`src/rtl/xps_pkg.sv`:
```
package xps_pkg;

    typedef enum logic [2:0] {
        PH_IDLE = 3'd0,
        PH_VEC  = 3'd1,
        PH_REG  = 3'd2,
        PH_RD   = 3'd3,
        PH_WR   = 3'd4,
        PH_INT  = 3'd5
    } phase_e;

    typedef enum logic [1:0] {
        MD_NORMAL = 2'd0,
        MD_REPEAT = 2'd1,
        MD_BLOCK  = 2'd2,
        MD_RSVD   = 2'd3
    } mode_e;

    localparam int COST_W       = 3;
    localparam int REG_ACCESSES = 7;

    typedef struct packed {
        logic [COST_W-1:0] rd;
        logic [COST_W-1:0] wr;
    } cost_pair_t;

    // States consumed by one data access, by target region and data size.
    function automatic logic [COST_W-1:0] access_cost(input logic [1:0] region,
                                                      input logic [1:0] size);
        logic wide;
        wide = size[1];
        case (region)
            2'b01:   return wide ? COST_W'(4) : COST_W'(2);
            2'b10:   return wide ? COST_W'(6) : COST_W'(3);
            default: return COST_W'(1);
        endcase
    endfunction

endpackage

```
`src/rtl/xps_access_cost.sv`:
```
module xps_access_cost
    import xps_pkg::*;
(
    input  logic [1:0]        region,
    input  logic [1:0]        size,
    output logic [COST_W-1:0] cost
);
    always_comb cost = access_cost(region, size);
endmodule

```
`src/rtl/xps_dwell_timer.sv`:
```
module xps_dwell_timer #(
    parameter int LEN_W = 11
) (
    input  logic             clk,
    input  logic             rst,
    input  logic             load,
    input  logic [LEN_W-1:0] len,
    output logic             last
);
    logic [LEN_W-1:0] rem_q;

    always_ff @(posedge clk) begin
        if (rst)               rem_q <= '0;
        else if (load)         rem_q <= len - LEN_W'(1);
        else if (rem_q != '0)  rem_q <= rem_q - LEN_W'(1);
    end

    assign last = (rem_q == '0);
endmodule

```
`src/rtl/xfer_phase_seq.sv`:
```
module xfer_phase_seq
    import xps_pkg::*;
#(
    parameter int BLK_W = 8,
    parameter int CHN_W = 4,
    parameter int CNT_W = 16
) (
    input  logic             clk,
    input  logic             rst,
    input  logic             start,
    input  logic [1:0]       mode,
    input  logic [BLK_W-1:0] blk_size,
    input  logic [CHN_W-1:0] chain_cnt,
    input  logic [1:0]       src_region,
    input  logic [1:0]       src_size,
    input  logic [1:0]       dst_region,
    input  logic [1:0]       dst_size,
    output logic [2:0]       phase,
    output logic             busy,
    output logic             done,
    output logic [CNT_W-1:0] state_cnt
);
    localparam int LEN_W = BLK_W + COST_W;

    phase_e           phase_q, phase_nxt;
    logic [BLK_W-1:0] n_q, n_eff;
    logic [CHN_W-1:0] chain_left_q;
    cost_pair_t       cost_q, cost_in;
    logic [CNT_W-1:0] cnt_q;
    logic             done_q;
    logic             accept, advance, chain_dec, tmr_load, tmr_last;
    logic [LEN_W-1:0] len_nxt;

    xps_access_cost u_cost_rd (.region(src_region), .size(src_size), .cost(cost_in.rd));
    xps_access_cost u_cost_wr (.region(dst_region), .size(dst_size), .cost(cost_in.wr));

    xps_dwell_timer #(.LEN_W(LEN_W)) u_dwell (
        .clk  (clk),
        .rst  (rst),
        .load (tmr_load),
        .len  (len_nxt),
        .last (tmr_last)
    );

    assign accept = start && (phase_q == PH_IDLE);

    always_comb begin
        if (mode_e'(mode) == MD_BLOCK)
            n_eff = (blk_size == '0) ? BLK_W'(1) : blk_size;
        else
            n_eff = BLK_W'(1);
    end

    always_comb begin
        phase_nxt = phase_q;
        advance   = 1'b0;
        chain_dec = 1'b0;
        if (accept) begin
            phase_nxt = PH_VEC;
            advance   = 1'b1;
        end else if (phase_q != PH_IDLE && tmr_last) begin
            advance = 1'b1;
            case (phase_q)
                PH_VEC: phase_nxt = PH_REG;
                PH_REG: phase_nxt = PH_RD;
                PH_RD:  phase_nxt = PH_WR;
                PH_WR: begin
                    if (chain_left_q != '0) begin
                        phase_nxt = PH_REG;
                        chain_dec = 1'b1;
                    end else begin
                        phase_nxt = PH_INT;
                    end
                end
                default: phase_nxt = PH_IDLE;
            endcase
        end
    end

    always_comb begin
        case (phase_nxt)
            PH_REG:  len_nxt = LEN_W'(REG_ACCESSES);
            PH_RD:   len_nxt = LEN_W'(n_q) * LEN_W'(cost_q.rd);
            PH_WR:   len_nxt = LEN_W'(n_q) * LEN_W'(cost_q.wr);
            default: len_nxt = LEN_W'(1);
        endcase
    end

    assign tmr_load = advance && (phase_nxt != PH_IDLE);

    always_ff @(posedge clk) begin
        if (rst) begin
            phase_q      <= PH_IDLE;
            n_q          <= BLK_W'(1);
            chain_left_q <= '0;
            cost_q       <= '0;
            cnt_q        <= '0;
            done_q       <= 1'b0;
        end else begin
            phase_q <= phase_nxt;
            done_q  <= (phase_q == PH_INT) && tmr_last;
            if (accept) begin
                n_q          <= n_eff;
                cost_q       <= cost_in;
                chain_left_q <= chain_cnt;
                cnt_q        <= '0;
            end else begin
                if (chain_dec)          chain_left_q <= chain_left_q - CHN_W'(1);
                if (phase_q != PH_IDLE) cnt_q        <= cnt_q + CNT_W'(1);
            end
        end
    end

    assign phase     = phase_q;
    assign busy      = (phase_q != PH_IDLE);
    assign done      = done_q;
    assign state_cnt = cnt_q;

endmodule

```
`config.mk`:
```
export PLATFORM = sky130hd
export DESIGN_NAME = xfer_phase_seq
export DESIGN_NICKNAME = d
export VERILOG_FILES = /design/src/rtl/xps_pkg.sv /design/src/rtl/xps_access_cost.sv /design/src/rtl/xps_dwell_timer.sv /design/src/rtl/xfer_phase_seq.sv
export SDC_FILE = /design/constraint.sdc
export NUM_CORES = 1
export LEC_CHECK = 0
export ABC_AREA = 0
export BUFFER_PORTS_ARGS = -buffer_cell sky130_fd_sc_hd__buf_2
export CAP_MARGIN = 20
export CELL_PAD_IN_SITES_DETAIL_PLACEMENT = 2
export CELL_PAD_IN_SITES_GLOBAL_PLACEMENT = 2
export CORE_MARGIN = 2
export CORE_UTILIZATION = 31
export CTS_CLUSTER_DIAMETER = 100
export DETAILED_ROUTE_END_ITERATION = 12
export PLACE_DENSITY = 0.78
export RECOVER_POWER = 25
export SLEW_MARGIN = 10
export SYNTH_ARGS = -nofsm -noshare
export SYNTH_HDL_FRONTEND = slang
export SYNTH_SLANG_ARGS = --single-unit
```
`constraint.sdc`:
```
create_clock -name clk -period 3.8 [get_ports clk]
set_input_delay 0.76 -clock clk [delete_from_list [all_inputs] [get_ports clk]]
set_output_delay 0.76 -clock clk [all_outputs]
set_load 0.02 [all_outputs]
```
-- After elaboration in Yosys (flattened, before gate mapping)
Cells that the tools add are included.
- register bits after elaboration: 49
- add/sub/neg operators: 4
- multiplexer cells: 23
- reductions and logical operators: 14
- multipliers: 2
- equality and inequality tests: 13
- operators with widths (operator ; count):
    11-bit case mux with 3 select lines ; 1
    8-bit by 3-bit multiplier with 11-bit output ; 2
    11-bit two-way mux ; 2
    11-bit by 1-bit subtractor with 11-bit output, second input constant ; 2
    3-bit two-way mux ; 7
    16-bit by 1-bit adder with 16-bit output, second input constant ; 1
    8-bit two-way mux ; 2
    3-bit by 2-bit == test with 1-bit output, second input constant ; 4
    3-bit case mux with 2 select lines ; 2
    3-bit case mux with 4 select lines ; 1
    11-bit zero test ; 1
    11-bit nonzero test ; 1
    3-bit == test, second input constant ; 3
    8-bit zero test ; 1
    4-bit two-way mux ; 2
    2-bit == test, second input constant ; 3
    1-bit two-way mux ; 6
    3-bit nonzero test ; 2
    2-bit by 1-bit == test with 1-bit output, second input constant ; 2
    1-bit logical AND ; 4
    2-bit nonzero test ; 2
    4-bit nonzero test ; 1
    4-bit by 1-bit subtractor with 4-bit output, second input constant ; 1
    3-bit by 1-bit == test with 1-bit output, second input constant ; 1
    2 further kinds ; 2

-- Logic depth before layout (Yosys ltp)
- depth after elaboration: 9
- depth in mapped cells: 15

-- Cells and area by module
Synthesis repeated with hierarchy kept, for this count alone.
- cells, all modules: 472
- area, all modules: 3863.7 um^2
- modules (own cells, without submodules) (module ; instances ; area an instance (um^2) ; cells an instance):
    xfer_phase_seq ; 1 ; 3011.6 ; 377
    xps_dwell_timer ; 1 ; 704.4 ; 75
    xps_access_cost ; 2 ; 73.8 ; 10

-- Worst setup path before layout
No wires, ideal clock.
- path kind: register to register
- start: reg cost_q[2] in the netlist's numbering
- end: reg u_dwell.rem_q[10]
- stages on the path, launching flop included: 14
- period minus slack after synthesis: 3588 ps
- buffers on the path: 1
- arrival: 3517 ps
- slack: 212 ps
- cell sequence: dfxtp_1 -> clkbuf_1 -> nand2_1 -> fa_1 -> inv_1 -> ha_1 -> a211o_1 -> a311oi_1 -> o31ai_1 -> xor2_1 -> a221oi_1 -> nand3b_1 -> or4_1 -> a21oi_1
- cells in the longest elaborated chain, start to end: 4
- RTL lines (item ; RTL line ; RTL):
    start, declared ; xfer_phase_seq.sv:28 ; cost_pair_t cost_q, cost_in;
    start signal, assigned ; xfer_phase_seq.sv:104 ; cost_q <= cost_in;
    8-bit by 3-bit multiplier with 11-bit output ; xfer_phase_seq.sv:84 ; PH_WR: len_nxt = LEN_W'(n_q) * LEN_W'(cost_q.wr);
    11-bit case mux with 3 select lines ; xfer_phase_seq.sv:81 ; case (phase_nxt)
    11-bit by 1-bit subtractor with 11-bit output ; xps_dwell_timer.sv:14 ; else if (load) rem_q <= len - LEN_W'(1);
    11-bit two-way mux ; xps_dwell_timer.sv:14 ;
    end signal, assigned ; xps_dwell_timer.sv:14 ;
    end signal, assigned ; xps_dwell_timer.sv:15 ; else if (rem_q != '0) rem_q <= rem_q - LEN_W'(1);
    end, declared ; xps_dwell_timer.sv:10 ; logic [LEN_W-1:0] rem_q;
No other way between the ends.
A chain may end at the register's enable or synchronous reset.

-- Worst setup path after layout
Ends and elaborated chain as after synthesis.

==> metrics.txt <==
result of the run=finished clean; global route total overflow=0; number of antenna violations at the first check in global routing=0; final cell count without fillers=~680; number of instances in the synthesized netlist=486; number of synthesized flops with an enable pin=0; launching instance or port of the critical path=cost_q[2]$_SDFFE_PP0P_; final weighted congestion in routability-driven placement=roughly 0.87; Final min period=3.605 ns; post-route fraction of the period consumed by the critical path=a little over nine tenths; leakage=between 0.0015 and 0.002 uW; maximum clock frequency=around 280 MHz; category of the critical setup timing path=reg -> reg; Core Footprint=between 0.01 and 0.015 mm^2; residual antenna-violating net count after detailed routing=0; pre-CTS worst setup slack=about 0.062 ns; warning count from the yosys run=0; root buffer cell=sky130_fd_sc_hd__clkbuf_16; pin count of the biggest net entering global routing=22; post-CTS clock slew at the launch and capture registers of the worst setup and hold paths=around 0.070 ns; Max Clock Skew=~0.008 ns; sort of element at the end of the critical path=register; per-cell via count in the routed design=roughly 5.3; summed area of non-filler cells in the final layout=about 0.0044 mm^2; final setup margin=around 0.20 ns; standard-cell rows=40; required time at the worst-slack endpoint=4.03 ns; max-capacitance violation count=0; most used flip-flop cell after synthesis=sky130_fd_sc_hd__dfxtp_1; initial core utilization=a little under a third; CTS Buf Count=5; mean routed wirelength per cell=approximately 18 um; sequential area share after synthesis=approximately a quarter; Port-buffer cells=43; worst reg2reg setup slack=around 0.2 ns; share of cells above drive strength 1=14.18%; final-report hold violation count=0; maximum VDD drop=167.8 uV; count of final setup violators=0; number of nets in the final layout=between 500 and 600; mean instance size in the synthesized netlist=7.870 um^2; global-route wire length before repair=roughly 20 mm; share of async-settable or async-resettable flops after synthesis=0%; total half-perimeter wirelength after legalization and detailed placement=approximately 9.3 mm; class of the tightest hold or removal check=reg -> reg; clock tree from TritonCTS=done; drt drc=0; hold_sp=state_cnt[5]$_SDFFE_PP0P_; total of flip-flops plus latches after synthesis=slightly below 50; number of buffers added for setup after CTS=0; largest fanout of any net on the critical path=5; Die X-Extent=115.1 um; Slew Limit Headroom=approximately half; Arrival @ worst endpoint=between 3 and 4 ns; vias=~3,600; combined area of all synthesized cells=between 0.003 and 0.004 mm^2; post-layout total power=just over 2000 uW; Critical Path Source Type=register; synthesis-to-layout area growth=15.57%; Pre-antenna DRT Iters=4; worst r2r src=cost_q[2]$_SDFFE_PP0P_; worst-margin pin slew=0.7472 ns; I/O pin cnt=46; Post-CTS Resized=0; placement-stage cell area=around 0.0042 mm^2; CTS H-tree depth=2; CTS Hold Bufs=0; starting DRC count in detailed routing=roughly 100; wire length reported by the detailed router=11.88 mm; vias in the first global route=between 3,000 and 4,000; Cells after DPL=about 670; die area=0.01324 mm^2; Net Count, Synth=roughly 550; insertion delay of the later-clocked pin in the worst-skew pair=0.31 ns; power per unit of standard cell area=between 400 and 500 mW/mm^2; maximum buffer depth of the clock tree=2; diode insertion count for antenna repair=0; count of fill cells added during filler insertion=approximately 1,400; count of final max-slew check failures=0; total clock sinks=between 40 and 50; library cells used by synthesis=63; Die Height=between 100 and 150 um; overall routing resource usage=between 10% and 20%
[where the power goes]
group,switching [uW],internal (uW)
logic,472,314
registers,102,585
clock network,210,329
total,783,1230
[cell usage after synthesis (all sizes together), types with 2 or more instances]
library cell / number / area, um^2
dfxtp: 49 / 980.9
nand4: 9 / 62.56
xnor2: 10 / 87.58
and2: 14 / 90.08
nor3b: 4 / 30.03
buf: 2 / 7.510
nand3: 9 / 45.04
o31a: 2 / 17.52
o21a: 3 / 22.52
a22o: 8 / 70.07
or3b: 2 / 17.52
and3: 3 / 18.77
a211oi: 5 / 37.54
nor3: 20 / 111.4
nand3b: 2 / 15.01
o211ai: 2 / 15.01
o21ai: 13 / 65.06
xor2: 20 / 175.2
o31ai: 5 / 51.30
o32ai: 2 / 17.52
nor2b: 2 / 12.51
or2: 6 / 37.54
nor2: 52 / 195.2
nor4b: 2 / 17.52
nor4: 7 / 43.79
a21o: 2 / 17.52
or3: 7 / 48.80
fa: 14 / 280.3
inv: 41 / 153.9
nand2b: 5 / 31.28
a22oi: 5 / 37.54
a2111oi: 3 / 26.28
a21oi: 26 / 130.1
ha: 27 / 337.8
nand2: 60 / 225.2
o2111ai: 2 / 17.52
or4: 3 / 30.03
clkbuf: 19 / 71.32
[registers in the layout (all words and copies together) (netlist names)]
name / count
u_dwell.rem_q: 11
chain_left_q: 4
done: 1
state_cnt: 16
phase: 3
n_q: 8
cost_q: 6
[cell usage in the layout (no fill, tap or decap), drive strengths merged, types with 6 or more instances in the layout]
cell / instances
or2: 6
fa: 14
a21oi: 26
nor3: 20
a22o: 8
o21ai: 13
ha: 27
buf: 39
nor4: 7
xnor2: 10
nand2: 60
and2: 14
dfxtp: 49
nand4: 9
nor2: 52
inv: 41
xor2: 20
clkbuf: 23
nand3: 9
or3: 7
[worst max-delay path: stages (launching register included)]
cell                       delay (ns)
sky130_fd_sc_hd__dfxtp_1         0.45
sky130_fd_sc_hd__nand2_1         0.12
sky130_fd_sc_hd__fa_1            0.60
sky130_fd_sc_hd__inv_1           0.06
sky130_fd_sc_hd__ha_1            0.30
sky130_fd_sc_hd__a211o_1         0.32
sky130_fd_sc_hd__a311oi_2        0.32
sky130_fd_sc_hd__buf_4           0.17
sky130_fd_sc_hd__o21ba_2         0.13
sky130_fd_sc_hd__o32ai_1         0.10
sky130_fd_sc_hd__nor3_1          0.18
sky130_fd_sc_hd__o21ai_1         0.14
sky130_fd_sc_hd__or4_1           0.51
sky130_fd_sc_hd__a21oi_1         0.13
[cells by family (layout without fill, tap and decap cells)]
logic type | count (synthesis) | after routing | synth area share, %
DFF | 49 | 49 | 25.65
buffers and inverters | 62 | 105 | 6.085
and+or+nand+nor | 210 | 210 | 27.71
muxes | 2 | 2 | 0.5561
xor gates and xnor gates | 30 | 30 | 6.869
adders and majority gates | 41 | 41 | 16.16
AOI/OAI and AO/OA | 92 | 92 | 16.98
[routing by layer]
metal  global-route usage (%)  vias to the layer above  routed length, um
met5                        0                        -                  0
met2                    32.43                       34               5894
met4                    4.337                        0                153
met3                    2.267                       10                219
met1                    24.94                     1766               5612
li1                         -                     1768                  -
[final cells by class]
type / instances / area [um^2] / area share, %
timing repair buffer: 56 / 291.5 / 6.595
tap: 147 / 183.9 / 4.161
clock buffer: 6 / 138.9 / 3.142
sequential: 49 / 987.2 / 22.33
inverter: 41 / 153.9 / 3.481
clock inverter: 2 / 37.54 / 0.8491
multi-input combinational: 375 / 2628 / 59.44
[metrics by stage]
step / hold WS [ns] / utilization [%] / setup TNS [ns]
2_1_floorplan: 0.5175 / - / 0
3_3_place_gp: 0.4901 / 35.32 / 0
4_1_cts: 0.5501 / 36.79 / 0
3_5_place_dp: 0.5376 / 35.32 / 0
5_1_grt: 0.5837 / 36.80 / -0.02713
6_report: 0.5435 / 36.80 / 0
[path summary, 6_finish.rpt]
| kind | end | cells past startpoint |
|---|---|---|
| hold / removal | state_cnt[5]$_SDFFE_PP0P_ | 2 |
| setup / recovery | u_dwell.rem_q[10]$_SDFFE_PP0P_ | 13 |
| hold reg to reg | state_cnt[5]$_SDFFE_PP0P_ | 2 |
| setup reg to reg | u_dwell.rem_q[10]$_SDFFE_PP0P_ | 13 |
No activity file was read; power rests on OpenSTA's default activity.
